### src/rtl/rst_sequencer.sv
module rst_sequencer #(
  parameter int STAB_CYCLES  = 4096,
  parameter int PHASE_CYCLES = 32
) (
  input  logic       clk_osc,
  input  logic       por_pulse,
  input  logic       wdog_timeout,
  input  logic       bad_opcode,
  input  logic       pin_rst_n_in,
  output logic       core_rst,
  output logic       pin_pull_low,
  output logic       clk_enable,
  output logic       vec_fetch,
  output logic [3:0] cause
);
  localparam int MAXLEN = (STAB_CYCLES > PHASE_CYCLES) ? STAB_CYCLES : PHASE_CYCLES;
  localparam int CW     = $clog2(MAXLEN + 1);

  typedef enum logic [1:0] {S_STAB, S_PH1, S_PH2, S_RUN} st_t;

  st_t           state;
  logic [CW-1:0] cnt;
  logic [1:0]    pin_s;
  logic          last;
  logic [3:0]    req;

  assign last = (state == S_STAB) ? (cnt == CW'(STAB_CYCLES - 1))
                                  : (cnt == CW'(PHASE_CYCLES - 1));
  assign req  = {~pin_s[1], bad_opcode, wdog_timeout, 1'b0};

  assign core_rst     = (state != S_RUN);
  assign clk_enable   = (state != S_STAB);
  assign pin_pull_low = (state == S_STAB) || (state == S_PH1);

  always_ff @(posedge clk_osc or posedge por_pulse) begin
    if (por_pulse) begin
      state     <= S_STAB;
      cnt       <= '0;
      cause     <= 4'b0001;
      pin_s     <= 2'b11;
      vec_fetch <= 1'b0;
    end else begin
      pin_s     <= {pin_s[0], pin_rst_n_in};
      vec_fetch <= 1'b0;
      if (state == S_RUN) begin
        if (req != 4'b0000) begin
          state <= S_PH1;
          cnt   <= '0;
          cause <= req;
        end
      end else if (last) begin
        cnt <= '0;
        case (state)
          S_STAB:  state <= S_PH1;
          S_PH1:   state <= S_PH2;
          default: begin
            state     <= S_RUN;
            vec_fetch <= 1'b1;
          end
        endcase
      end else begin
        cnt <= cnt + 1'b1;
      end
    end
  end
endmodule

### config.mk
export PLATFORM = sky130hd
export DESIGN_NAME = rst_sequencer
export DESIGN_NICKNAME = d
export VERILOG_FILES = /design/src/rtl/rst_sequencer.sv
export SDC_FILE = /design/constraint.sdc
export NUM_CORES = 1
export LEC_CHECK = 0
export ABC_AREA = 0
export BUFFER_PORTS_ARGS = -buffer_cell sky130_fd_sc_hd__buf_2
export CAP_MARGIN = 5
export CELL_PAD_IN_SITES_DETAIL_PLACEMENT = 1
export CELL_PAD_IN_SITES_GLOBAL_PLACEMENT = 1
export CORE_UTILIZATION = 47
export DETAILED_ROUTE_END_ITERATION = 10
export GPL_TIMING_DRIVEN = 0
export PLACE_DENSITY_LB_ADDON = 0.1
export SLEW_MARGIN = 10
export SYNTH_ARGS = -nofsm -noshare
export SYNTH_HDL_FRONTEND = slang
export SYNTH_SLANG_ARGS = --single-unit
### constraint.sdc
create_clock -name clk_osc -period 3.31 [get_ports clk_osc]
set_input_delay 0.1655 -clock clk_osc [delete_from_list [all_inputs] [get_ports clk_osc]]
set_output_delay 0.1655 -clock clk_osc [all_outputs]
set_load 0.02 [all_outputs]
Word-level counts from Yosys, hierarchy flattened
Index checks and enable logic that the tools add are counted.
{"block": "totals", "ff_bits": 22}
{"block": "op_classes", "addsub": 1, "n_eq_ne": 6, "mux": 11, "bitwise": 1, "reduce_logical": 8}
{"cell": "two-way mux 13 bit", "n": 3}
{"cell": "adder 13 x 1 -> 13 bit (second input constant)", "n": 1}
{"cell": "equality test 13 x 12 -> 1 bit (second input constant)", "n": 1}
{"cell": "equality test 13 x 5 -> 1 bit (second input constant)", "n": 1}
{"cell": "two-way mux 2 bit", "n": 3}
{"cell": "two-way mux 1 bit", "n": 4}
{"cell": "case mux 2 bit (2 select lines)", "n": 1}
{"cell": "AND reduction 2 bit", "n": 2}
{"cell": "nonzero test 2 bit", "n": 2}
{"cell": "nonzero test 4 bit", "n": 1}
{"cell": "equality test 2 x 1 -> 1 bit (second input constant)", "n": 1}
{"cell": "equality test 2 bit (second input constant)", "n": 1}
{"cell": "zero test 2 bit", "n": 1}
{"cell": "!= test 2 x 1 -> 1 bit (second input constant)", "n": 1}
{"cell": "!= test 2 bit (second input constant)", "n": 1}
{"cell": "OR reduction 2 bit", "n": 1}
{"cell": "logical OR 1 bit", "n": 1}
{"cell": "NOT 1 bit", "n": 1}

Depth between registers and ports, before layout
Gate-level depths: netlist (run 1).
{"block": "depth", "ltp_word": 5, "depth_mapped": 6, "depth_no_buf": 6}

Worst setup path before layout (run 1)
No wires, ideal clock.
{"block": "synth_timing", "kind": "register to register", "start": "register state[0]", "end": "register state[1]", "setup_time_ns": 0.125, "t_arrival_ns": 1.921, "t_required_ns": 3.185, "path_slack_ns": 1.264, "path_stages_with_launch": 7, "synth_period_minus_slack_ns": 2.046, "path_cell_list": "dfrtp_1 > inv_1 > ha_1 > or4_1 > o22a_1 > o31a_1 > mux2_4"}
{"block": "synth_via", "elab_chain_cells": 4}
{"element": "start: declaration", "line": "21", "text": "st_t state;"}
{"element": "start signal: assignment", "line": "37", "text": "state <= S_STAB;"}
{"element": "start signal: assignment", "line": "47", "text": "state <= S_PH1;"}
{"element": "start signal: assignment", "line": "54", "text": "S_STAB: state <= S_PH1;"}
{"element": "equality test 2 x 1 -> 1 bit / zero test 2 bit (equally long branches)", "line": "53, 27"}
{"element": "case mux 2 bit (2 select lines) / two-way mux 1 bit (equally long branches)", "line": "53, 27"}
{"element": "two-way mux 2 bit / nonzero test 2 bit (equally long branches)"}
{"element": "two-way mux 2 bit / AND reduction 2 bit (equally long branches)"}
Parallel ways exist; a longest one is shown, timed or not. The select of a mux whose other input is x is not followed.
A chain may end at the register's enable or synchronous reset.

Worst setup path in the final report (run 1)
Ends and elaborated chain as after synthesis.

==> qor.csv, run 1 <==
stage,metric,value,unit
yosys,synth_nets,124,
finish,num-nets-final,142,
timing,max-slew-margin-rel,39.6,%
timing,tns,0,ns
route,wl,2800,um
yosys,synthAdderAreaFrac,5.39,%
floorplan,core,0.00228,mm^2
finish,layout.cells.non_filler,159,
yosys,async_flop_share,100,%
yosys,synth_top_family_by_area,simple AND/OR/NAND/NOR gates,
route,vias,998,
floorplan,die_y,51.7,um
placement,place_hpwl,2020,um
setup_path,crit_start,state[0],
global_route,grtUsageTotal,25.4,%
power_and_ir_drop,vdd_drop_max,0.183,mV
outcome,status,"complete, but fails checks",
cts,cts_buffers,3,
floorplan,fp-row-count,17,
route,drt_iter0_drc,11,
route,wl_met1,1320,um
cts,clkTransAtPathRegs,0.13,ns
cts,cts_buffer_depth,2,
yosys,synth-main-ff-cell,dfrtp_1,
cts,cts-root-buf,clkbuf_4,
floorplan,start_util,51.0,%
yosys,synth-compound-area-share,16.7,%
power_and_ir_drop,power_density,334,mW/mm^2
yosys,yosysWarningCount,0,
route,dr.pass1.iters,5,
setup_path,cp.arrival,2.75,ns
global_route,grt_pass1_vias,1068,
timing,tightest_slew,0.894,ns
route,viasPerCell,6.28,
yosys,syn_area,0.00116,mm^2
setup_path,critPathMaxFanout,8,
cts,cts_sinks,22,
yosys,synth_xor_area_share,1.51,%
yosys,synthTopCellsByArea,"dfrtp_1 41%, dfstp_2 6.8%, ha_1 5.4%",
finish,drive_above_1_share,17.6,%
cts,cts_max_level,1,
timing,hold_ws,-0.00886,ns
yosys,ys_seq_area_share,47.8,%
power_and_ir_drop,leakage,0.529,nW
cts,postCtsResizedCells,0,
cts,clk_latency,0.32,ns
global_route,grt_max_degree,23,
setup_path,startpoint_type,flip-flop,
yosys,synth_cell_types,40,
timing,setup_viol,0,
yosys,yosysTopAreaCell,dfrtp_1,
yosys,netlist.area_leader.share,41.0,%
global_route,grt_pass1_wl,4930,um
timing,period_minus_slack,2.53,ns
floorplan,dieArea,0.00267,mm^2
timing,timing.final.crit_share,76.6,%
floorplan,ios,13,
setup_path,cp.required,3.52,ns
finish,antenna_cells,0,
route,post_drt_wl_per_cell,17.6,um
route,wl_met2,1380,um
route,wl_met3,50,um
yosys,synth_seq_cells,22,
route,antenna_left,0,
global_route,gr-total-overflow,0,
setup_path,crit_type,flip-flop to flip-flop,
setup_path,timing.rr.start,state[0],
finish,syn2layout_area_growth,12.2,%
min_path,hp-class,input port to asynchronous set/reset pin,
yosys,synth-edff-count,0,
placement,place_congestion,0.871,
timing,fmax,395,MHz
yosys,synth-simple-area-share,22.9,%
floorplan,die_w,51.7,um
outcome,violations,hold timing,
timing,slew_viol_final,0,
timing,hold_viol,12,
yosys,synthCells,114,
yosys,syn_area_per_cell,10.2,um^2
placement,place_inst,154,
route,highest_layer,met4,
job,max_cap_violations,0,
power_and_ir_drop,finalPower,434,uW
timing,rsz0062_at_grt,no,
timing,clock_skew,0.00884,ns
setup_path,critical_path.endpoint_type,flip-flop,
placement,portBuffers,12,
finish,fin_util,57.2,%
cts,tritoncts,built,
yosys,synthMuxAreaShare,2.16,%
global_route,antenna_found_initial,0,
route,drc,0,
-- sequential cells by signal, summed over array words and instances (netlist names) --
signal and count:
cause 4, cnt 13, pin_s 2, state 2
vec_fetch 1
-- area by class of cell --
type,count,area [um^2]
timing repair buffer,13,70.1
inverter,5,18.8
sequential,22,554
fill,272,975
buffer,4,22.5
clock buffer,4,36.3
multi-input combinational,83,564
tap,28,35.0
-- critical path: stages, from the launching register on --
cell and delay [ns]:
dfrtp_1 0.42, ha_1 0.34, nor4bb_1 0.82, nand2b_1 0.30, o31a_1 0.24, mux2_4 0.31
-- per-layer routing --
layer / vias to the layer above / track usage [%]
met5: - / 0
met4: 0 / 11.7
met3: 5 / 2.63
met2: 16 / 42.9
met1: 516 / 32.3
li1: 461 / -
-- worst paths after layout --
check | endpoint | slack [ns] | cells after the start
worst min register to register | pin_s[1] | 0.37 | 0
max in group asynchronous | cnt[11] | 2.79 | 2
worst min-delay path | cnt[7] | -0.009 | 2
worst max-delay path | state[1] | 0.78 | 5
worst max register to register | state[1] | 0.78 | 5
min in group clk_osc | cause[2] | 0.10 | 2
-- cell families after synthesis --
group                    count (synthesis)
multiplexers                             2
AO/OA/AOI/OAI                           27
XOR/XNOR                                 2
buffers and inverters                    9
AND/OR/NAND/NOR                         47
adder cells (fa/ha/maj)                  5
flip-flops                              22
-- Yosys cell counts, types with 2 or more instances --
cell,number
nand2b_1,3
or4_1,2
nand3_1,7
dfrtp_1,19
o211ai_1,2
inv_1,5
and2_1,4
and3_1,3
clkbuf_1,3
o21ai_0,8
ha_1,5
dfstp_2,3
xor2_1,2
or3_1,2
a211o_1,2
a22o_1,3
and4_1,2
a2111oi_0,2
nand2_1,13
nand4_1,4
-- stage by stage --
stage | worst slack, ns | instance area, um^2
global placement | 0.858 | 1250
floorplan | 1.26 | 1160
finish | 0.776 | 1300
global route | 0.584 | 1300
CTS | 0.794 | 1300
detailed placement | 0.830 | 1250
-- power by group --
| part | total, mW | switching (mW) | leakage, nW | internal, mW |
|---|---|---|---|---|
| clock network | 0.154 | 0.0863 | 0.0210 | 0.0673 |
| logic | 0.00895 | 0.00630 | 0.257 | 0.00265 |
| registers | 0.272 | 0.000510 | 0.250 | 0.271 |
-- cells in the final DEF (no fill, tap or decap), drive strengths merged, types with 2 or more instances in the layout --
cell,instances
nand2,13
o21ai,9
inv,5
dfrtp,19
a211o,2
nand2b,3
clkbuf,7
buf,13
and3,3
o211ai,2
dfstp,3
nand4,4
xor2,2
or4,3
a2111oi,2
or3,2
and2,4
ha,5
and4,2
nand3,7
a22o,3
-- repair_timing --
item,4_1_cts,5_1_grt
hold endpoints to repair,1,0
hold buffers,1,0
endpoints found under the setup margin,0,0
setup buffers,0,0
No activity file was read; power rests on OpenSTA's default activity.
==> run 2: changes to the inputs <==
--- a/config.mk
+++ b/config.mk
@@ -10,7 +10,7 @@
 export CAP_MARGIN = 5
 export CELL_PAD_IN_SITES_DETAIL_PLACEMENT = 1
 export CELL_PAD_IN_SITES_GLOBAL_PLACEMENT = 1
-export CORE_UTILIZATION = 47
+export CORE_UTILIZATION = 40
 export DETAILED_ROUTE_END_ITERATION = 10
 export GPL_TIMING_DRIVEN = 0
 export PLACE_DENSITY_LB_ADDON = 0.1
==> constraint.sdc (replaced) <==
create_clock -name clk_osc -period 2.2 [get_ports clk_osc]
set_input_delay 0.11 -clock clk_osc [delete_from_list [all_inputs] [get_ports clk_osc]]
set_output_delay 0.11 -clock clk_osc [all_outputs]
set_load 0.02 [all_outputs]
==> qor.csv, run 2 (synthesis gave the netlist of run 1 again) <==
stage,metric,value,unit,change
timing,period_minus_slack,2.14,ns,was 2.53 ns
global_route,grt_max_degree,23,,unchanged
timing,clock_skew,0.00318,ns,was 0.00884 ns
cts,tritoncts,built,,unchanged
global_route,grt_pass1_vias,955,,was 1068
timing,fmax,467,MHz,was 395 MHz
route,post_drt_wl_per_cell,15.7,um,was 17.6 um
setup_path,critical_path.endpoint_type,flip-flop,,unchanged
setup_path,cp.arrival,2.36,ns,was 2.75 ns
timing,slew_viol_final,0,,unchanged
route,drc,0,,unchanged
floorplan,ios,13,,unchanged
power_and_ir_drop,leakage,0.555,nW,was 0.529 nW
route,viasPerCell,5.83,,was 6.28
floorplan,die_y,55.9,um,was 51.7 um
global_route,grt_pass1_wl,4690,um,was 4930 um
setup_path,crit_type,flip-flop to flip-flop,,unchanged
placement,place_hpwl,1860,um,was 2020 um
finish,layout_commonest_cell,dfrtp_1,,unchanged
timing,max-slew-margin-rel,43.9,%,was 39.6%
timing,tightest_slew,0.840,ns,was 0.894 ns
finish,fillers,310,,was 272
cts,cts_buffers,3,,unchanged
placement,place_congestion,0.807,,was 0.871
floorplan,fp-row-count,19,,was 17
floorplan,start_util,42.1,%,was 51.0%
cts,cts_buffer_depth,2,,unchanged
timing,hold_ws,0.0625,ns,was -0.00886 ns
global_route,gr-total-overflow,0,,unchanged
cts,clkTransAtPathRegs,0.13,ns,about the same
finish,top_regs,"cnt: 13 flops, cause: 4 flops",,unchanged
setup_path,startpoint_type,flip-flop,,unchanged
floorplan,die_w,55.9,um,was 51.7 um
placement,placedInstanceArea,0.00126,mm^2,was 0.00125 mm^2
power_and_ir_drop,vdd_drop_max,0.373,mV,was 0.183 mV
timing,setup_viol,0,,unchanged
outcome,status,"finished, final reports clean",,"was complete, but fails checks"
timing,tns,0,ns,unchanged
route,vias,962,,was 998
route,wl,2600,um,was 2800 um
finish,mostFrequentLayoutCells,"19 x dfrtp_1, 13 x nand2_1, 12 x buf_2",,unchanged
finish,num-nets-final,145,,was 142
finish,antenna_cells,0,,unchanged
global_route,grtUsageTotal,19.1,%,was 25.4%
route,antenna_left,0,,unchanged
finish,drive_above_1_share,23.1,%,was 17.6%
route,dr.pass1.iters,4,,was 5
route,drt_iter0_drc,15,,was 11
finish,top_register,cnt,,unchanged
finish,largest_reg_flops,13,,unchanged
timing,hold_viol,0,,was 12
timing,timing.final.crit_share,97.4,%,was 76.6%
global_route,antenna_found_initial,0,,unchanged
finish,finalInstanceArea,0.00138,mm^2,was 0.00130 mm^2
cts,clk_latency,0.31,ns,was 0.32 ns
floorplan,core,0.00276,mm^2,was 0.00228 mm^2
cts,cts-root-buf,clkbuf_4,,unchanged
cts,cts_sinks,22,,unchanged
floorplan,dieArea,0.00312,mm^2,was 0.00267 mm^2
setup_path,cp.required,2.42,ns,was 3.52 ns
finish,fin_util,50.1,%,was 57.2%
setup_path,critPathMaxFanout,4,,was 8
power_and_ir_drop,power_density,536,mW/mm^2,was 334 mW/mm^2
job,max_cap_violations,0,,unchanged
cts,cts_max_level,1,,unchanged
placement,portBuffers,12,,unchanged
min_path,hp-class,input port to flip-flop,,was input port to asynchronous set/reset pin
finish,syn2layout_area_growth,19.2,%,was 12.2%
-- run 2: cell types whose count changed in the layout (fill, tap and decap cells not counted), sizes merged --
cell         change
clkbuf           -1
dlygate4sd3      +1
bufinv           +1
buf              +2
-- run 2: report_power, final --
part / switching (mW) / internal, mW
combinational: 0.0104 / 0.00579
sequential: 0.000750 / 0.408
clock: 0.132 / 0.184
total: 0.143 / 0.598
-- run 2: path summary, 6_finish.rpt --
check	start	end	slack [ns]	depth (start not counted)
min in group asynchronous	por_pulse	cnt[6]	0.49	3
worst max register to register	state[0]	state[1]	0.06	6
max in group asynchronous	por_pulse	cnt[12]	1.19	3
worst max-delay path	state[0]	state[1]	0.06	6
worst min register to register	pin_s[0]	pin_s[1]	0.37	0
worst min-delay path	wdog_timeout	cause[1]	0.06	2
-- run 2: layout make-up --
cell class / instances / area (um^2) / share of cell area (%)
Inverter: 5 / 18.8 / 1.36
Clock inverter: 1 / 30.0 / 2.17
Timing Repair Buffer: 16 / 95.1 / 6.88
Buffer: 4 / 22.5 / 1.63
Sequential cell: 22 / 554 / 40.1
Clock buffer: 3 / 22.5 / 1.63
Tap cell: 31 / 38.8 / 2.81
Multi-Input combinational cell: 83 / 601 / 43.4
-- run 2: what timing repair did --
item	CTS	global route
gates resized for setup	4	3
pin swaps	2	2
hold buffers	2	0
setup buffers	0	2
setup endpoints to repair	12	8
endpoints found under the hold margin	20	0
-- run 2: per-layer routing --
| metal | routed length, um | up-vias | GRT usage [%] |
|---|---|---|---|
| li1 | - | 468 | - |
| met1 | 1360 | 478 | 29.0 |
| met2 | 1150 | 12 | 28.1 |
| met3 | 52 | 4 | 2.09 |
| met4 | 34 | 0 | 7.32 |
| met5 | 0 | - | 0 |
-- run 2: worst max-delay path: stages, from the launching register on --
cell	delay [ns]
dfrtp_1	0.43
inv_1	0.08
ha_2	0.21
or4_4	0.43
o22a_4	0.28
o31a_1	0.32
mux2_4	0.30
-- run 2: stage by stage --
| step | setup slack (ns) | total power [mW] | instances |
|---|---|---|---|
| 5_1_grt | -0.00743 | 0.771 | 165 |
| 4_1_cts | 0.0237 | 0.754 | 163 |
| 2_1_floorplan | 0.154 | 0.422 | 114 |
| 3_5_place_dp | -0.275 | 0.429 | 157 |
| 6_report | 0.0583 | 0.741 | 165 |
| 3_3_place_gp | -0.288 | 0.428 | 157 |
